**src/rtl/modem_regs_pkg.sv**
```systemverilog
package modem_regs_pkg;

  // register addresses (decoded on the full latched field)
  localparam int REG_CTRL_A = 0;
  localparam int REG_CTRL_B = 1;
  localparam int REG_DETECT = 2;
  localparam int REG_TONE   = 3;

  // detect register bit positions
  localparam int DET_LLOOP   = 0;
  localparam int DET_CARRIER = 1;
  localparam int DET_ANSWER  = 2;
  localparam int DET_CPT     = 3;
  localparam int DET_MARK    = 4;
  localparam int NUM_STAT    = 5;

  // interrupt enable position inside control B
  localparam int IEN_BIT = 7;

  // sources that may raise the interrupt (all except long loop)
  localparam logic [NUM_STAT-1:0] IRQ_SRC_MASK = 5'b11110;

  typedef struct packed {
    logic mark;
    logic cpt;
    logic answer;
    logic carrier;
    logic lloop;
  } stat_t;

endpackage

```
**src/rtl/modem_status_sync.sv**
```systemverilog
module modem_status_sync #(
  parameter int WIDTH  = 5,
  parameter int STAGES = 2
) (
  input  logic             clk,
  input  logic             rst,
  input  logic [WIDTH-1:0] din,
  output logic [WIDTH-1:0] dout
);

  logic [WIDTH-1:0] stg [STAGES];

  always_ff @(posedge clk) begin
    if (rst) stg[0] <= '0;
    else     stg[0] <= din;
  end

  for (genvar i = 1; i < STAGES; i++) begin : g_stage
    always_ff @(posedge clk) begin
      if (rst) stg[i] <= '0;
      else     stg[i] <= stg[i-1];
    end
  end

  assign dout = stg[STAGES-1];

endmodule

```
**src/rtl/modem_mark_qual.sv**
```systemverilog
module modem_mark_qual #(
  parameter int MARK_CYCLES = 33_100_000
) (
  input  logic clk,
  input  logic rst,
  input  logic din,
  output logic mark_q
);

  localparam int CNT_W = $clog2(MARK_CYCLES + 1);
  localparam logic [CNT_W-1:0] LIMIT = CNT_W'(MARK_CYCLES);

  logic [CNT_W-1:0] cnt;
  logic [CNT_W-1:0] cnt_next;

  always_comb begin
    if (!din)               cnt_next = '0;
    else if (cnt == LIMIT)  cnt_next = cnt;
    else                    cnt_next = cnt + 1'b1;
  end

  always_ff @(posedge clk) begin
    if (rst) begin
      cnt    <= '0;
      mark_q <= 1'b0;
    end else begin
      cnt    <= cnt_next;
      mark_q <= din && (cnt_next == LIMIT);
    end
  end

endmodule

```
**src/rtl/modem_detect_unit.sv**
```systemverilog
module modem_detect_unit #(
  parameter int             NUM_SRC  = 5,
  parameter logic [NUM_SRC-1:0] IRQ_MASK = '1
) (
  input  logic               clk,
  input  logic               rst,
  input  logic [NUM_SRC-1:0] lvl_in,
  input  logic               ien,
  input  logic               clr_rd,
  output logic [NUM_SRC-1:0] lvl_q,
  output logic [NUM_SRC-1:0] chg,
  output logic               irq
);

  logic irq_evt;

  assign chg     = lvl_in ^ lvl_q;
  assign irq_evt = |(chg & IRQ_MASK);

  always_ff @(posedge clk) begin
    if (rst) begin
      lvl_q <= '0;
      irq   <= 1'b0;
    end else begin
      lvl_q <= lvl_in;
      if (irq_evt && ien)      irq <= 1'b1;
      else if (clr_rd || !ien) irq <= 1'b0;
    end
  end

endmodule

```
**src/rtl/modem_reg_bank.sv**
```systemverilog
module modem_reg_bank
  import modem_regs_pkg::*;
#(
  parameter int DATA_W = 8,
  parameter int ADDR_W = 3
) (
  input  logic              clk,
  input  logic              rst,
  input  logic              ale,
  input  logic              wr_en,
  input  logic              rd_en,
  input  logic [DATA_W-1:0] ad_in,
  input  logic [DATA_W-1:0] detect_val,
  output logic [DATA_W-1:0] ad_out,
  output logic              ad_oe,
  output logic [ADDR_W-1:0] addr_q,
  output logic [DATA_W-1:0] ctrl_a,
  output logic [DATA_W-1:0] ctrl_b,
  output logic [DATA_W-1:0] tone,
  output logic              det_rd
);

  localparam logic [ADDR_W-1:0] AD_CA  = ADDR_W'(REG_CTRL_A);
  localparam logic [ADDR_W-1:0] AD_CB  = ADDR_W'(REG_CTRL_B);
  localparam logic [ADDR_W-1:0] AD_DET = ADDR_W'(REG_DETECT);
  localparam logic [ADDR_W-1:0] AD_TN  = ADDR_W'(REG_TONE);

  logic [DATA_W-1:0] rd_mux;

  always_ff @(posedge clk) begin
    if (rst) addr_q <= '0;
    else if (ale) addr_q <= ad_in[ADDR_W-1:0];
  end

  always_ff @(posedge clk) begin
    if (rst) begin
      ctrl_a <= '0;
      ctrl_b <= '0;
      tone   <= '0;
    end else if (wr_en) begin
      case (addr_q)
        AD_CA:   ctrl_a <= ad_in;
        AD_CB:   ctrl_b <= ad_in;
        AD_TN:   tone   <= ad_in;
        default: ;
      endcase
    end
  end

  always_comb begin
    case (addr_q)
      AD_CA:   rd_mux = ctrl_a;
      AD_CB:   rd_mux = ctrl_b;
      AD_DET:  rd_mux = detect_val;
      AD_TN:   rd_mux = tone;
      default: rd_mux = '0;
    endcase
  end

  always_ff @(posedge clk) begin
    if (rst) begin
      ad_out <= '0;
      ad_oe  <= 1'b0;
    end else begin
      ad_oe <= rd_en;
      if (rd_en) ad_out <= rd_mux;
    end
  end

  assign det_rd = rd_en && (addr_q == AD_DET);

endmodule

```
**src/rtl/modem_ctl_regs.sv**
```systemverilog
module modem_ctl_regs
  import modem_regs_pkg::*;
#(
  parameter int DATA_W      = 8,
  parameter int ADDR_W      = 3,
  parameter int SYNC_STAGES = 2,
  parameter int MARK_CYCLES = 33_100_000
) (
  input  logic              clk,
  input  logic              rst,
  input  logic              ale,
  input  logic              wr_en,
  input  logic              rd_en,
  input  logic [DATA_W-1:0] ad_in,
  output logic [DATA_W-1:0] ad_out,
  output logic              ad_oe,
  input  logic              carrier_in,
  input  logic              cpt_in,
  input  logic              answer_in,
  input  logic              lloop_in,
  input  logic              rxmark_in,
  output logic [DATA_W-1:0] ctrl_a,
  output logic [DATA_W-1:0] ctrl_b,
  output logic [DATA_W-1:0] tone,
  output logic              irq
);

  stat_t               raw;
  logic [NUM_STAT-1:0] sync_v;
  logic                mark_q;
  logic [NUM_STAT-1:0] lvl_in;
  logic [NUM_STAT-1:0] det_lvl;
  logic [NUM_STAT-1:0] chg;
  logic [ADDR_W-1:0]   addr_q;
  logic                det_rd;
  logic [DATA_W-1:0]   detect_val;

  always_comb begin
    raw         = '0;
    raw.lloop   = lloop_in;
    raw.carrier = carrier_in;
    raw.answer  = answer_in;
    raw.cpt     = cpt_in;
    raw.mark    = rxmark_in;
  end

  modem_status_sync #(.WIDTH(NUM_STAT), .STAGES(SYNC_STAGES)) u_sync (
    .clk (clk),
    .rst (rst),
    .din (raw),
    .dout(sync_v)
  );

  modem_mark_qual #(.MARK_CYCLES(MARK_CYCLES)) u_mark (
    .clk   (clk),
    .rst   (rst),
    .din   (sync_v[DET_MARK]),
    .mark_q(mark_q)
  );

  always_comb begin
    lvl_in           = sync_v;
    lvl_in[DET_MARK] = mark_q;
  end

  modem_detect_unit #(.NUM_SRC(NUM_STAT), .IRQ_MASK(IRQ_SRC_MASK)) u_det (
    .clk   (clk),
    .rst   (rst),
    .lvl_in(lvl_in),
    .ien   (ctrl_b[IEN_BIT]),
    .clr_rd(det_rd),
    .lvl_q (det_lvl),
    .chg   (chg),
    .irq   (irq)
  );

  assign detect_val = DATA_W'(det_lvl);

  modem_reg_bank #(.DATA_W(DATA_W), .ADDR_W(ADDR_W)) u_regs (
    .clk       (clk),
    .rst       (rst),
    .ale       (ale),
    .wr_en     (wr_en),
    .rd_en     (rd_en),
    .ad_in     (ad_in),
    .detect_val(detect_val),
    .ad_out    (ad_out),
    .ad_oe     (ad_oe),
    .addr_q    (addr_q),
    .ctrl_a    (ctrl_a),
    .ctrl_b    (ctrl_b),
    .tone      (tone),
    .det_rd    (det_rd)
  );

endmodule

```
**config.mk**
```make
export PLATFORM = sky130hd
export DESIGN_NAME = modem_ctl_regs
export DESIGN_NICKNAME = d
export VERILOG_FILES = /design/src/rtl/modem_regs_pkg.sv /design/src/rtl/modem_status_sync.sv /design/src/rtl/modem_mark_qual.sv /design/src/rtl/modem_detect_unit.sv /design/src/rtl/modem_reg_bank.sv /design/src/rtl/modem_ctl_regs.sv
export SDC_FILE = /design/constraint.sdc
export NUM_CORES = 1
export LEC_CHECK = 0
export BUFFER_PORTS_ARGS = -buffer_cell sky130_fd_sc_hd__buf_2
export CAP_MARGIN = 30
export CELL_PAD_IN_SITES_DETAIL_PLACEMENT = 0
export CELL_PAD_IN_SITES_GLOBAL_PLACEMENT = 2
export CORE_MARGIN = 5
export CORE_UTILIZATION = 34
export DETAILED_ROUTE_END_ITERATION = 10
export GPL_TIMING_DRIVEN = 1
export HOLD_SLACK_MARGIN = 0.15
export PLACE_DENSITY_LB_ADDON = 0.05
export SYNTH_ARGS = -nofsm -noshare
export SYNTH_HDL_FRONTEND = slang
export SYNTH_SLANG_ARGS = --single-unit
```
**constraint.sdc**
```tcl
create_clock -name clk -period 3.38 [get_ports clk]
set_clock_uncertainty 0.2 [all_clocks]
set_input_delay 0.169 -clock clk [delete_from_list [all_inputs] [get_ports clk]]
set_output_delay 0.169 -clock clk [all_outputs]
set_load 0.05 [all_outputs]
```
# Word-level counts from Yosys, hierarchy flattened
# Memory sizes are Yosys's and may differ from the RTL's.
# Index checks and enable logic that the tools add are counted.
dict set report totals {
  regBits 68
  ramBits 10
  input_bits 18
  out_inout_bits 34
  wordCells 41
  n_memories 1
}
# memory depth width rd rd_ports_with_merged_regs write_ports line_no
set mem_list {}
lappend mem_list {u_sync.stg 2 5 2 0 2 modem_status_sync.sv:11} ;# logic [WIDTH-1:0] stg [STAGES];
dict set report classes {
  addsub 1
  n_eq_ne 5
  n_mux 10
  bitwise_logic 3
  reduce_logical 11
}
# op count
set ops {}
lappend ops {{$eq A25 B25 Y1 const B} 2}
lappend ops {{$mux W25} 2}
lappend ops {{$pmux W8 S4} 1}
lappend ops {{$add A25 B1 Y25 const B} 1}
lappend ops {{$mux W5} 2}
lappend ops {{$eq A3 B2 Y1 const B} 2}
lappend ops {{$reduce_and A2 Y1} 3}
lappend ops {{$mux W1} 5}
lappend ops {{$xor A5 B5 Y5} 1}
lappend ops {{$reduce_or A4 Y1} 1}
lappend ops {{$eq A3 B1 Y1 const B} 1}
lappend ops {{$logic_and A1 B1 Y1} 3}
lappend ops {{$logic_not A3 Y1} 1}
lappend ops {{$or A1 B1 Y1} 2}
lappend ops {{$reduce_bool A2 Y1} 1}
lappend ops {{$logic_not A1 Y1} 1}
lappend ops {{$logic_or A1 B1 Y1} 1}

# Depth between registers and ports, before layout
# Gate-level depths: netlist of the first run.
dict set report logic_depth {
  word_depth 5
  ltp_mapped 8
  ltp_nobuf 8
}

# By module
# A second synthesis of the first run with hierarchy kept.
dict set report unflattened {
  cells_unflattened 404
  hier_area_um2 3726.1
}
# mod instances cells_each area_per_inst_um2 seq_area_each_um2
set by_module_without_submodules {}
lappend by_module_without_submodules {modem_mark_qual 1 195 1646.6 520.5}
lappend by_module_without_submodules {modem_reg_bank 1 168 1594.0 720.7}
lappend by_module_without_submodules {modem_status_sync 1 20 262.8 200.2}
lappend by_module_without_submodules {modem_detect_unit 1 20 219.0 120.1}
lappend by_module_without_submodules {modem_ctl_regs 1 1 3.8 0.0}

# Worst setup path before layout of the first run
# Ideal clock, no wire load.
dict set report synth_path {
  path_type {reg2reg}
  from {register u_mark.cnt[0]}
  to {register u_mark.mark_q}
  setup_ns 0.088
  t_arrival_ns 2.160
  required_time_ns 3.092
  slack_ns 0.932
  path_stages_with_launch 8
  n_path_buf 0
  period_less_slack_ns 2.448
  path_cell_list {dfxtp_1 > ha_1 > nand2_1 > or4_1 > or4_1 > a21oi_1 > nand4_1 > nor4_2}
}
dict set report synth_between {
  elab_chain_cells 5
  elab_cells_between_ends 6
  cone_classes {add/sub: 1; eq/ne: 2; mux: 2; reduce/logical: 1}
}
# item line_no
set synth_rtl {}
lappend synth_rtl {{from (decl)} modem_mark_qual.sv:13} ;# logic [CNT_W-1:0] cnt;
lappend synth_rtl {{from (signal assigned)} modem_mark_qual.sv:27} ;# cnt <= cnt_next;
lappend synth_rtl {{$add A25 B1 Y25 / $eq A25 B25 Y1 (equally long branches)} {modem_mark_qual.sv:19, modem_mark_qual.sv:18}}
lappend synth_rtl {{$mux W25 *} modem_mark_qual.sv:18} ;# else if (cnt == LIMIT) cnt_next = cnt;
lappend synth_rtl {{$mux W25 *} modem_mark_qual.sv:17} ;# if (!din) cnt_next = '0;
lappend synth_rtl {{$eq A25 B25 Y1 *} modem_mark_qual.sv:28} ;# mark_q <= din && (cnt_next == LIMIT);
lappend synth_rtl {{$logic_and A1 B1 Y1 *} modem_mark_qual.sv:28}
lappend synth_rtl {{to (signal assigned)} modem_mark_qual.sv:28}
lappend synth_rtl {{to (decl)} modem_mark_qual.sv:7} ;# output logic mark_q
# Mark *: on every way between the ends. The rest lies on a longest branch, timed or not.
# A chain may end at the register's enable or synchronous reset.

# Worst setup path in the final report of the first run
# Same ends and word-level chain as after synthesis.

==> results of run 1 <==
-- cell families (layout without fill, tap and decap cells) --
kind of cell,count (synthesis),in the layout,synth area share
simple gates,196,196,0.2961
flops,78,78,0.4484
compound gates,47,47,0.07726
xor+xnor,25,25,0.06288
buf+inv,25,92,0.02875
mux,21,21,0.07941
fa+ha+maj,2,2,0.007185
-- flip-flops by register name (all words and copies together) (netlist names) --
name           flops
u_regs.addr_q      3
u_det.irq          1
u_regs.ad_out      8
u_mark.cnt        25
u_sync.stg        10
u_regs.ad_oe       1
u_mark.mark_q      1
u_det.lvl_q        5
u_regs.tone        8
u_regs.ctrl_b      8
u_regs.ctrl_a      8
-- layer usage --
metal  part of all wire  up-vias  wire, µm  track usage
li1                   -     1492         -            -
met1               0.45     1351      4030       0.1779
met2               0.50       56      4438       0.2585
met3              0.036       14       327      0.03657
met4              0.018        0       164      0.05596
met5                  0        -         0            0
-- synthesized netlist by cell type, types with 6 or more instances --
master | count | area (µm²)
nor2b_1 | 27 | 168.9
nor2_1 | 48 | 180.2
nand3_1 | 15 | 75.07
nor3_1 | 6 | 30.03
mux2i_1 | 13 | 130.1
clkbuf_1 | 16 | 60.06
xnor2_1 | 15 | 131.4
dfxtp_1 | 78 | 1562
nand2_1 | 49 | 183.9
and3_1 | 6 | 37.54
nand4_1 | 7 | 43.79
a21oi_1 | 32 | 160.2
xor2_1 | 10 | 87.58
-- final timing paths --
| kind | startpoint | end | slack, ns | cells after the start |
|---|---|---|---|---|
| max | u_mark.cnt[0] | u_mark.mark_q | 0.61 | 7 |
| max reg2reg | u_mark.cnt[0] | u_mark.mark_q | 0.61 | 7 |
| min | rst | u_regs.ad_out[1] | 0.20 | 3 |
| min reg2reg | u_sync.stg[0][2] | u_sync.stg[1][2] | 0.23 | 1 |
-- report_power, final --
group	internal, µW	total [µW]	leakage (µW)	switching (µW)
logic	59.7	161	0.000852	101
clock network	348	702	0.0000984	354
registers	939	956	0.000633	16.2
total	1350	1820	0.00158	472
-- per-stage QoR --
| stage | power (µW) | worst slack [ns] | hold WS, ns |
|---|---|---|---|
| after global placement | 1127 | 0.7126 | 0.1781 |
| after global routing | 1907 | 0.4193 | 0.2209 |
| after CTS | 1856 | 0.6013 | 0.1921 |
| final | 1819 | 0.6072 | 0.2007 |
| after floorplan | 1080 | 0.9317 | 0.09718 |
| after detailed placement | 1128 | 0.6169 | 0.1858 |
-- timing repair --
action	4_1_cts	5_1_grt
endpoints found under the hold margin	41	0
buffers inserted	0	0
hold buffers	15	0
-- worst reg2reg max path: stages, from the launching register on --
cell and delay, ns:
dfxtp_1 0.47, ha_1 0.32, nand2_1 0.17, or4_1 0.63
or4_1 0.42, a21oi_1 0.18, nand4_1 0.13, nor4_2 0.16
-- cells in the final DEF (no fill, tap or decap), drive strengths merged, types with 8 or more instances in the layout --
master,instances
clkbuf,10
a21oi,32
nor2b,27
nor2,48
xor2,10
xnor2,15
mux2i,13
dlygate4sd3,15
dfxtp,78
nand3,16
buf,56
nand4,8
nand2,49
-- cell type report --
class                           instances  share of cell area
Clock buffer                           10             0.03029
Clock inverter                          6             0.01693
Inverter                                5            0.004455
Multi-Input combinational cell        291              0.4321
Sequential cell                        78              0.3707
Tap cell                              136             0.04039
Timing Repair Buffer                   71              0.1051
==> impl_metrics.yaml, run 1 <==
worst_setup_path:
  crit_path_cell_trace: "ha_1, nand2_1, or4_1, or4_1, a21oi_1, nand4_1, nor4_2"
  critical_path.top_delay_family: "simple AND/OR/NAND/NOR gates"
  critical_path_class: "flop to flop"
  cp.arrival_ns: 2.83
  slowest_delay_ns: 0.63
  required_ns: 3.44
  cp_slowest_cell: "or4_1"
  worstPathMaxFanout: 8
  path_buf_inv: 0
  start_kind: "flop"
  path_common_cell: "or4_1"
  worst_setup_path_end_kind: "flop"
power_and_ir_drop:
  power.leakage_uw: 0.001584
  power_density_nw_per_um2: 431.8
  peakVddDrop_uv: 210.5
yosys:
  ys_async_sr_fraction: 0
  synth_edf_count: 0
  yosysSeqAreaShare: 0.4484
  ys_types: 45
  synth_ff_type: "dfxtp_1"
  synth_cells: 394
  syn-num-nets: 414
  avgSynthCellArea_um2: 8.838
  syn_area_um2: 3482
  ys_ff_latch: 78
  yosys_warnings: 0
final_layout:
  drive_gt1_frac: 0.1800
  num_antenna_cells: 0
  fillCellCount: 1042
  fin_cells: 597
  nets: 476
  syn_to_final_growth_pct: 20.98
  multi_input_area_um2: 1821
  final_area_um2: 4213
  final_util: 0.4155
  regArea_um2: 1562
detailed_routing:
  vias: 2913
  ant_nets: 0
  wl_per_cell_um: 15.01
  vias_per_cell: 4.879
  first_iter_violations: 121
  drc_errors: 0
  dr.pass1.iters: 4
  finalWirelength_mm: 8.960
die:
  pin_count: 52
  fp.dieH_um: 111.2
  start_util: 0.3435
  die_w_um: 111.2
  die_area_um2: 12370
  core-area_um2: 10140
  rows: 37
global_routing:
  grt_use_total: 0.1492
  antenna_found_initial: 0
  grt_start_max_net_pins: 53
  grt_pass1_wl_mm: 14.97
  grt_pass1_vias: 2811
  gr-total-overflow: 0
clock_tree:
  insertion_delay_ns: 0.35
  clock_path_buffers: 2
  cts_root_buffer: "clkbuf_8"
  cts-resized-gates: 0
  cts-htree-levels: 3
  cts_sinks: 78
  cts_buffers: 9
  cts.clk_slew.worst_paths_ns: 0.08
  cts_tree: "done"
sta:
  hold_viol_final: 0
  period_share: 0.8204
  max_slew.worst_pin.slew_ns: 0.9351
  drv_slew: 0
  rsz0062_at_grt: "no"
  period_minus_slack_ns: 2.773
  finalSetupViolations: 0
  fin_tns_setup_ns: 0
  relSlewSlack: 0.3766
  timing.fmax_ghz: 0.3606
min_path:
  hold_class: "input pin to flop"
placed_design:
  dpl-instance-area_um2: 3864
  portBuffers: 51
  place_congestion: 0.7993
  dp_hpwl_mm: 6.485
  place_inst: 566
status:
  status: "finished clean"
run:
  drv_cap: 0
Note: power is estimated with default switching activity, not from simulation.
==> inputs of run 2 (changes only) <==
Settings changed: ABC_AREA from default to 1, CORE_UTILIZATION 34 to 28.
Clock period 3.38 ns to 2.51 ns, I/O delays scaled along.
==> impl_metrics.yaml, run 2 <==
sta:
  rsz0062_at_grt: "no"
  fin_tns_setup_ns: 0
  period_share: 0.9525
  relSlewSlack: 0.5783
  timing.fmax_ghz: 0.4183
  period_minus_slack_ns: 2.391
  timing.final.ws_setup_ns: 0.1193
  drv_slew: 0
  max_slew.worst_pin.slew_ns: 0.6308
  hold_viol_final: 0
  finalSetupViolations: 0
global_routing:
  grt_pass1_wl_mm: 17.37
  grt_start_max_net_pins: 44
  grtUsageMet3: 0.02770
  grt.busiest_layer: "met2"
  use_met2: 0.2643
  gr-total-overflow: 0
  grt_use_total: 0.1516
  antenna_found_initial: 0
  grt_pass1_vias: 3344
  grt_use_met1: 0.1814
detailed_routing:
  ant_nets: 0
  dr.pass1.iters: 4
  wl_per_cell_um: 14.10
  finalWirelength_mm: 11.13
  first_iter_violations: 157
  vias: 3484
  vias_per_cell: 4.416
  drc_errors: 0
placed_design:
  place_congestion: 0.8465
  dp_hpwl_mm: 8.401
  dpl-instance-area_um2: 4066
  place_inst: 750
  portBuffers: 51
  pre_cts_ws_ns: 0.2432
final_layout:
  num_antenna_cells: 0
  top_register: "u_mark.cnt"
  syn_to_final_growth_pct: 27.28
  nets: 632
  final_area_um2: 4623
  drive_gt1_frac: 0.1475
  largestRegisters: "u_mark.cnt x25, u_sync.stg x10"
  fin_cells: 789
  fillCellCount: 1413
  largest_reg_flops: 25
  final_common_cell: "nand2_1"
  final_cell_mix: "101 x nand2_1, 94 x nor2_1, 79 x inv_1, 78 x dfxtp_1, 51 x buf_2"
worst_setup_path:
  r2r_slack_ns: 0.28
  startpoint: "rst"
  required_ns: 2.59
  regToRegStartpoint: "u_regs.addr_q[0]"
  cp.arrival_ns: 2.47
  reg2regPathDepth: 8
  start_kind: "input pin"
  endpoint: "u_regs.addr_q[2]"
  critical_path_class: "input pin to flop"
  worstPathMaxFanout: 27
  worst_setup_path_end_kind: "flop"
  reg2reg_to: "u_regs.ctrl_b[7]"
die:
  pin_count: 52
  rows: 41
  fp.dieH_um: 123.9
  die_w_um: 123.9
  start_util: 0.2867
  die_area_um2: 15350
  core-area_um2: 12670
yosys:
  yosys_warnings: 0
  synth_edf_count: 0
  syn-num-nets: 558
  syn_area_um2: 3632
  ys_types: 31
  synth_ff_type: "dfxtp_1"
  synth_cells: 538
  yosysSeqAreaShare: 0.4299
  synth_area_leader_cell: "dfxtp_1"
  synthMostInstantiatedCell: "nand2_1"
  synth.top_cell.area_share: 0.4299
  synthTopCellsByArea: "dfxtp_1 43%, nand2_1 11%, nor2_1 9.8%"
  ys_ff_latch: 78
  avgSynthCellArea_um2: 6.751
  ys_async_sr_fraction: 0
  synth_common_cells: "102 x nand2_1, 95 x nor2_1, 79 x inv_1"
clock_tree:
  cts-htree-levels: 3
  cts_root_buffer: "clkbuf_16"
  cts.clk_slew.worst_paths_ns: 0.06
  cts_tree: "done"
  cts_sinks: 78
  insertion_delay_ns: 0.34
  clock_path_buffers: 2
  cts_buffers: 9
status:
  status: "finished clean"
min_path:
  hold_class: "flop to flop"
power_and_ir_drop:
  power.leakage_uw: 0.001936
  power_density_nw_per_um2: 650.9
  peakVddDrop_uv: 337.5
run:
  drv_cap: 0
## run 2: routing by layer
metal / part of all wire / wire, µm / vias up
met1: 0.44 / 4904 / 1554
li1: - / - / 1853
met3: 0.044 / 489 / 17
met2: 0.49 / 5458 / 60
met4: 0.025 / 276 / 0
met5: 0 / 0 / -
## run 2: critical path, cell delays in order
cell and delay (ns):
dlygate4sd3_1 0.53, buf_2 0.13, inv_1 0.08, buf_4 0.27, o21ai_0 0.12, dlygate4sd3_1 0.57, nor2_1 0.09, dlygate4sd3_1 0.55
## run 2: how the worst min path moves through the flow
| stage | startpoint | endpoint | slack (ns) | cells after the start |
|---|---|---|---|---|
| 2_1_floorplan | lloop_in | u_sync.stg[0][0] | 0.03 | 2 |
| 3_5_place_dp | lloop_in | u_sync.stg[0][0] | 0.13 | 3 |
| 5_1_grt | u_sync.stg[0][0] | u_sync.stg[1][0] | 0.22 | 2 |
| 6_report | u_sync.stg[0][4] | u_sync.stg[1][4] | 0.20 | 2 |
| 4_1_cts | u_sync.stg[0][4] | u_sync.stg[1][4] | 0.21 | 2 |
| 3_3_place_gp | lloop_in | u_sync.stg[0][0] | 0.12 | 3 |
## run 2: through the flow
step / hold WS [ns] / utilization / total power, µW
final: 0.2019 / 0.3649 / 3009
after global routing: 0.2174 / 0.3649 / 3139
after CTS: 0.2054 / 0.3645 / 3058
after detailed placement: 0.1323 / 0.3209 / 1591
after global placement: 0.1231 / 0.3209 / 1590
after floorplan: 0.03247 / - / 1507
## run 2: cells by family after synthesis
group | after synthesis | share of synthesized area
XOR/XNOR | 5 | 0.01206
buffers and inverters | 95 | 0.09989
AND/OR/NAND/NOR | 269 | 0.3217
flip-flops | 78 | 0.4299
adder cells (fa/ha/maj) | 2 | 0.006888
AO/OA/AOI/OAI | 89 | 0.1295
## run 2: timing repair
action                     CTS  global route
setup endpoints to repair    0             4
hold buffers                23             0
setup buffers                0             0
hold endpoints to repair    48             0
gates resized for setup      0             2
## run 2: power breakdown
part	internal, µW	switching, µW	total, µW
sequential	1280	20.7	1300
clock	874	548	1420
combinational	87.0	203	290
total	2240	772	3010
## run 2: layout make-up
cell class / count / area, µm² / share of cell area
Clock buffer: 9 / 225.2 / 0.04871
Tap cell: 172 / 215.2 / 0.04655
Inverter: 81 / 304.0 / 0.06576
Sequential cell: 78 / 1562 / 0.3378
Timing Repair Buffer: 77 / 508.0 / 0.1099
Multi-Input combinational cell: 365 / 1713 / 0.3705
Clock inverter: 7 / 96.34 / 0.02084
